--- src/rtl/nib3w_master.sv ---
module nib3w_master #(
  parameter int DIV = 3
) (
  input  logic       clk,
  input  logic       rst_n,
  input  logic       req,
  input  logic       rnw,
  input  logic [3:0] addr,
  input  logic [3:0] wdata,
  output logic       busy,
  output logic       done,
  output logic [3:0] rdata,
  output logic       sclk,
  output logic       sdo,
  output logic       sdo_oe,
  input  logic       sdi
);

  localparam int DW = (DIV > 1) ? $clog2(DIV) : 1;
  localparam logic [DW-1:0] DLAST = DW'(DIV - 1);

  logic [15:0]   frame;
  logic [3:0]    bitcnt;
  logic [DW-1:0] divcnt;
  logic          phase;
  logic          rnw_q;
  logic [3:0]    rsh;

  wire tick    = (divcnt == DLAST);
  wire in_bit  = rnw_q && (bitcnt >= 4'd12);

  assign sclk   = busy & phase;
  assign sdo    = frame[15];
  assign sdo_oe = busy & (~rnw_q | ~bitcnt[3]);

  always_ff @(posedge clk or negedge rst_n) begin
    if (!rst_n) begin
      busy   <= 1'b0;
      done   <= 1'b0;
      rdata  <= 4'h0;
      frame  <= 16'h0;
      bitcnt <= 4'h0;
      divcnt <= '0;
      phase  <= 1'b0;
      rnw_q  <= 1'b0;
      rsh    <= 4'h0;
    end else begin
      done <= 1'b0;
      if (!busy) begin
        if (req) begin
          busy   <= 1'b1;
          rnw_q  <= rnw;
          bitcnt <= 4'h0;
          divcnt <= '0;
          phase  <= 1'b0;
          frame  <= rnw ? {4'b1110, addr, 8'h00}
                        : {4'b1010, addr, 4'b1001, wdata};
        end
      end else if (tick) begin
        divcnt <= '0;
        if (!phase) begin
          phase <= 1'b1;
          if (in_bit) rsh <= {rsh[2:0], sdi};
        end else begin
          phase <= 1'b0;
          frame <= {frame[14:0], 1'b0};
          if (bitcnt == 4'd15) begin
            busy <= 1'b0;
            done <= 1'b1;
            if (rnw_q) rdata <= rsh;
          end else begin
            bitcnt <= bitcnt + 4'd1;
          end
        end
      end else begin
        divcnt <= divcnt + DW'(1);
      end
    end
  end

endmodule


--- config.mk ---
export PLATFORM = sky130hd
export DESIGN_NAME = nib3w_master
export DESIGN_NICKNAME = d
export VERILOG_FILES = /design/src/rtl/nib3w_master.sv
export SDC_FILE = /design/constraint.sdc
export NUM_CORES = 1
export LEC_CHECK = 0
export BUFFER_PORTS_ARGS = -buffer_cell sky130_fd_sc_hd__buf_2
export CAP_MARGIN = 20
export CORE_AREA = 2 2 60 73
export DETAILED_ROUTE_END_ITERATION = 12
export DIE_AREA = 0 0 62 75
export GPL_ROUTABILITY_DRIVEN = 1
export SETUP_SLACK_MARGIN = 0.1
export SYNTH_ARGS = -nofsm -noshare
export SYNTH_HDL_FRONTEND = slang
export SYNTH_SLANG_ARGS = --single-unit
--- constraint.sdc ---
create_clock -name clk -period 1.5 [get_ports clk]
set_input_delay 0.15 -clock clk [delete_from_list [all_inputs] [get_ports clk]]
set_output_delay 0.15 -clock clk [all_outputs]
set_load 0.005 [all_outputs]
Word level (Yosys, flattened, before mapping)
Index checks and enable logic that the tools add are counted.
{ "word_totals": {"register_bits": 34, "wordCells": 58} }
{ "op_classes": {"n_addsub": 2, "n_lt_le_gt_ge": 1, "eq_ne": 5, "n_mux": 26, "bitwise_logic": 7, "reduce_logical": 8} }
{ "ops": {"columns": ["cell", "count"], "rows": [
  ["16-bit 2-to-1 mux", 4],
  ["4-bit 2-to-1 mux", 5],
  ["15-bit 2-to-1 mux", 1],
  ["1-bit 2-to-1 mux", 13],
  ["4-bit AND reduction", 2],
  ["2-bit 2-to-1 mux", 3],
  ["5-bit AND reduction", 1],
  ["4-bit by 1-bit adder with 4-bit output, second input constant", 1],
  ["4-bit equality test, second input constant", 1],
  ["4-bit >= comparator, second input constant", 1],
  ["2-bit by 1-bit != test with 1-bit output, second input constant", 2],
  ["1-bit NOT", 4],
  ["2-bit AND reduction", 2],
  ["3-bit AND reduction", 1],
  ["2-bit by 1-bit adder with 2-bit output, second input constant", 1],
  ["1-bit bitwise AND", 2],
  ["2-bit equality test, second input constant", 1],
  ["2-bit != test, second input constant", 1],
  ["2-bit nonzero test", 1],
  ["1-bit logical AND", 1],
  ["1-bit OR", 1]
]} }

Longest topological paths before layout
{ "logic_depth": {"depth_word": 5, "depth_mapped": 5, "ltp_nobuf": 4} }

Worst setup path before layout
OpenSTA, ideal clock, no wires.
{ "synth_path": {"path_kind": "reg2reg", "startpoint": "reg divcnt[0]", "endpoint": "reg rsh[1]", "arrival_ns": 1.300, "required_time_ns": 1.375, "slack_ns": 0.075, "path_stages_with_launch": 4, "path_buffers": 0, "synth_period_minus_slack_ns": 1.425, "cell_sequence": "dfrtp_1 -> nand2b_1 -> nor4b_4 -> mux2_2"} }
{ "synth_via": {"elab_chain_cells": 2} }
{ "synth_lines": {"columns": ["item", "line_no", "text"], "rows": [
  ["start: declaration", "24", "logic [DW-1:0] divcnt;"],
  ["start signal: assignment", "76", "divcnt <= divcnt + DW'(1);"],
  ["2-bit equality test", "29", "wire tick = (divcnt == DLAST);"],
  ["4-bit AND reduction (no line)", null, null],
  ["end signal: assignment", "63", "if (in_bit) rsh <= {rsh[2:0], sdi};"],
  ["end: declaration", "27", "logic [3:0] rsh;"]
]} }
No other way between the ends.
A chain may end at the register's enable or synchronous reset.

Worst setup path after layout
{ "layout_path": {"startpoint": "reg divcnt[0]", "endpoint": "reg rsh[2]"} }
Same word-level chain as after synthesis.

==> summary.txt <==
GRT
  – Initial antenna violation count: 0
  – First-pass GRT wire length: 5310 um
  – Largest net degree at the start of global routing: 21
  – GRT overflow: 0
  – Total Routing Usage GR: 15.8%
  – Vias in the first global route: 1173

Critical path
  – Critical path class: reg2reg
  – RR Startpoint: divcnt[0]$_DFFE_PN0P_
  – Critical Path Fanout Max: 5
  – CP Capture Type: flip-flop
  – CP required: 1.67 ns
  – CP arrival: 1.57 ns
  – CP Launch Type: flip-flop
  – Worst Setup SP: divcnt[0]$_DFFE_PN0P_

Clock network
  – # clock sinks: 34
  – Root buffer cell: clkbuf_8
  – Number of CTS-inserted buffers: 5
  – Clock tree from TritonCTS: done
  – Clock Latency Late Sink: around 0.29 ns
  – CTS max path bufs: 2
  – CTS H-tree lvls: 2
  – Clk slew on worst S/H paths: 0.07 ns

Synth
  – YS warnings: 0
  – Async SR Flop Fraction: 100%
  – Post-synthesis mux area share: 10.2%
  – Avg Cell Area, Syn: 11.7 um2
  – Synth Area in Compound Gates: 14.8%
  – Post-synthesis adder-cell area fraction: less than 1%
  – Synth Instances: 130
  – Area contributors post-synth: dfrtp_1, nand3_1, mux2_4
  – Area leader, netlist: dfrtp_1
  – Post-synth EDFFs: 0
  – Synth Area in Simple Gates: 14.9%
  – Share of the synthesized area in the top cell type: 55.8%
  – XOR/XNOR Fraction of Synth Area: less than 1%
  – Distinct cells, synth: 34
  – Sequential share of the synthesized area: 55.8%
  – Main combinational cell family by area after synthesis: simple AND/OR/NAND/NOR gates
  – Synth Flop Type: dfrtp_1
  – Flops & latches, synth: 34
  – Post-Syn Nets: 144
  – Post-Syn Area: ~1500 um2

Status
  – Status: finished clean

Timing
  – Crit path time final: 1.40 ns
  – Unrepaired setup endpoints after global routing: yes
  – WHS: approximately 0.087 ns
  – Setup TNS: 0 ns
  – Final setup fails: 0
  – Max Clock Skew: 0.00730 ns
  – Rel. slew slack: 75.6%
  – Final worst path period share: 93.2%
  – Least-Margin Pin Slew: approximately 0.37 ns
  – Fmax: around 720 MHz
  – Final Max Slew Viols: 0
  – Final Hold Fails: 0

Finish
  – Nets: 188
  – Most frequent cells in the layout: dfrtp_1, buf_2, buf_4
  – Commonest non-fill, non-tap cell in the layout: dfrtp_1
  – Share of layout cells above drive strength 1: 40.0%
  – Ant diodes: 0
  – Area growth, synth to finish: 29.8%

Floorplan
  – # IOs: 22
  – DIE HEIGHT: 75 um
  – Die area: about 4700 um2
  – Cell Rows: 25
  – Die W: 62 um
  – Initial Util: between 30% and 40%
  – Core area: 3910 um2

Placed design
  – RD Place Congestion: 0.813
  – Dpl hpwl: 2290 um
  – Port Buffers: 21

Routing
  – Routed Antenna Nets: 0
  – Iteration-0 DRC Markers: 53
  – Vias/cell: 5.10
  – First drt pass iteration count: 4
  – WL/cell: roughly 14 um
  – # DRC: 0
  – Routed vias: around 1200
  – Final wirelength: between 3000 and 4000 um

Hold path
  – Critical hold path startpoint: wdata[0]
  – Hold/Removal Path Class: in2reg

Power and ir drop
  – Peak VDD IR: 0.874 mV
  – Pleak: slightly below 1 nW
  – Pwr dens: 1630 nW/um2

Run
  – Max_cap viols: 0
==> synth_stat cells (2+ instances only) <==
library cell / count
nor2_1: 5
mux2i_1: 5
clkbuf_1: 2
o21ai_1: 10
nand3_1: 15
dfrtp_1: 34
o21ai_0: 5
inv_1: 2
mux2_4: 4
mux2_2: 3
nand2_1: 8
o22a_1: 3
buf_2: 2
a22oi_1: 4
nand2b_1: 2
a21oi_1: 4
a22o_1: 5
==> final timing paths <==
path / slack, ns / cells past startpoint / endpoint
setup reg to reg: 0.10 / 4 / rsh[2]$_DFFE_PN0P_
setup / recovery: 0.10 / 4 / rsh[2]$_DFFE_PN0P_
hold / removal: 0.09 / 3 / frame[0]$_DFFE_PN0P_
hold reg to reg: 0.49 / 1 / frame[15]$_DFFE_PN0P_
max in group asynchronous: 0.75 / 3 / divcnt[1]$_DFFE_PN0P_
min in group asynchronous: 0.32 / 2 / frame[12]$_DFFE_PN0P_
==> per-stage QoR <==
stage	worst slack (ns)	total power [W]	std cells	area (um2)	utilization (%)
floorplan	0.118	0.00204	130	1530	-
detailed placement	0.0237	0.00239	214	1790	45.7
CTS	0.0798	0.00322	228	1950	50.0
finish	0.102	0.00323	229	1980	50.6
global placement	0.0804	0.00236	214	1790	45.7
global route	0.0654	0.00346	229	1980	50.6
==> kinds of logic (layout without fill, tap and decap cells) <==
kind of cell,count (synthesis),count (layout)
muxes,13,13
and+or+nand+nor,38,38
adders and majority gates,1,1
DFF,34,34
buffers and inverters,8,53
AOI/OAI and AO/OA,35,35
xor gates and xnor gates,1,1
==> final cells by class <==
cell class | count | area [um2]
Clock buffer | 6 | 82.6
Clock inverter | 2 | 12.5
Fill cell | 359 | 1930
Inverter | 2 | 7.51
Multi-Input combinational cell | 88 | 669
Sequential cell | 34 | 855
Tap cell | 54 | 67.6
Timing Repair Buffer | 43 | 285
==> power by group <==
part	leakage [nW]	switching, W	total (W)	internal, W
Combinational	0.485	0.000496	0.00110	0.000600
Sequential	0.440	0.000224	0.00144	0.00121
Clock	0.0472	0.000330	0.000698	0.000368
==> state kept, by name, indices dropped and copies added (netlist names) <==
| signal | count |
|---|---|
| phase | 1 |
| rdata | 4 |
| rnw_q | 1 |
| divcnt | 2 |
| done | 1 |
| rsh | 4 |
| bitcnt | 4 |
| busy | 1 |
| frame | 16 |
==> critical path: stages (launching register included) <==
cell and delay [ns]:
dfrtp_1 0.42, nand2b_4 0.17, nor4b_4 0.20, buf_4 0.18, mux2_2 0.32
==> layer usage <==
layer / vias to the layer above / wire length (um) / track usage (%)
met3: 10 / 140 / 5.33
met4: 0 / 99 / 7.57
met5: - / 0 / 0
li1: 563 / - / -
met2: 31 / 1570 / 25.0
met1: 564 / 1380 / 19.1
==> what timing repair did <==
action,CTS,global route
pin swaps,1,2
endpoints found under the setup margin,15,19
hold buffers,1,0
resized for setup,9,5
buffers inserted,5,1
hold endpoints to repair,14,0
Power figures use the tool's default switching activity.
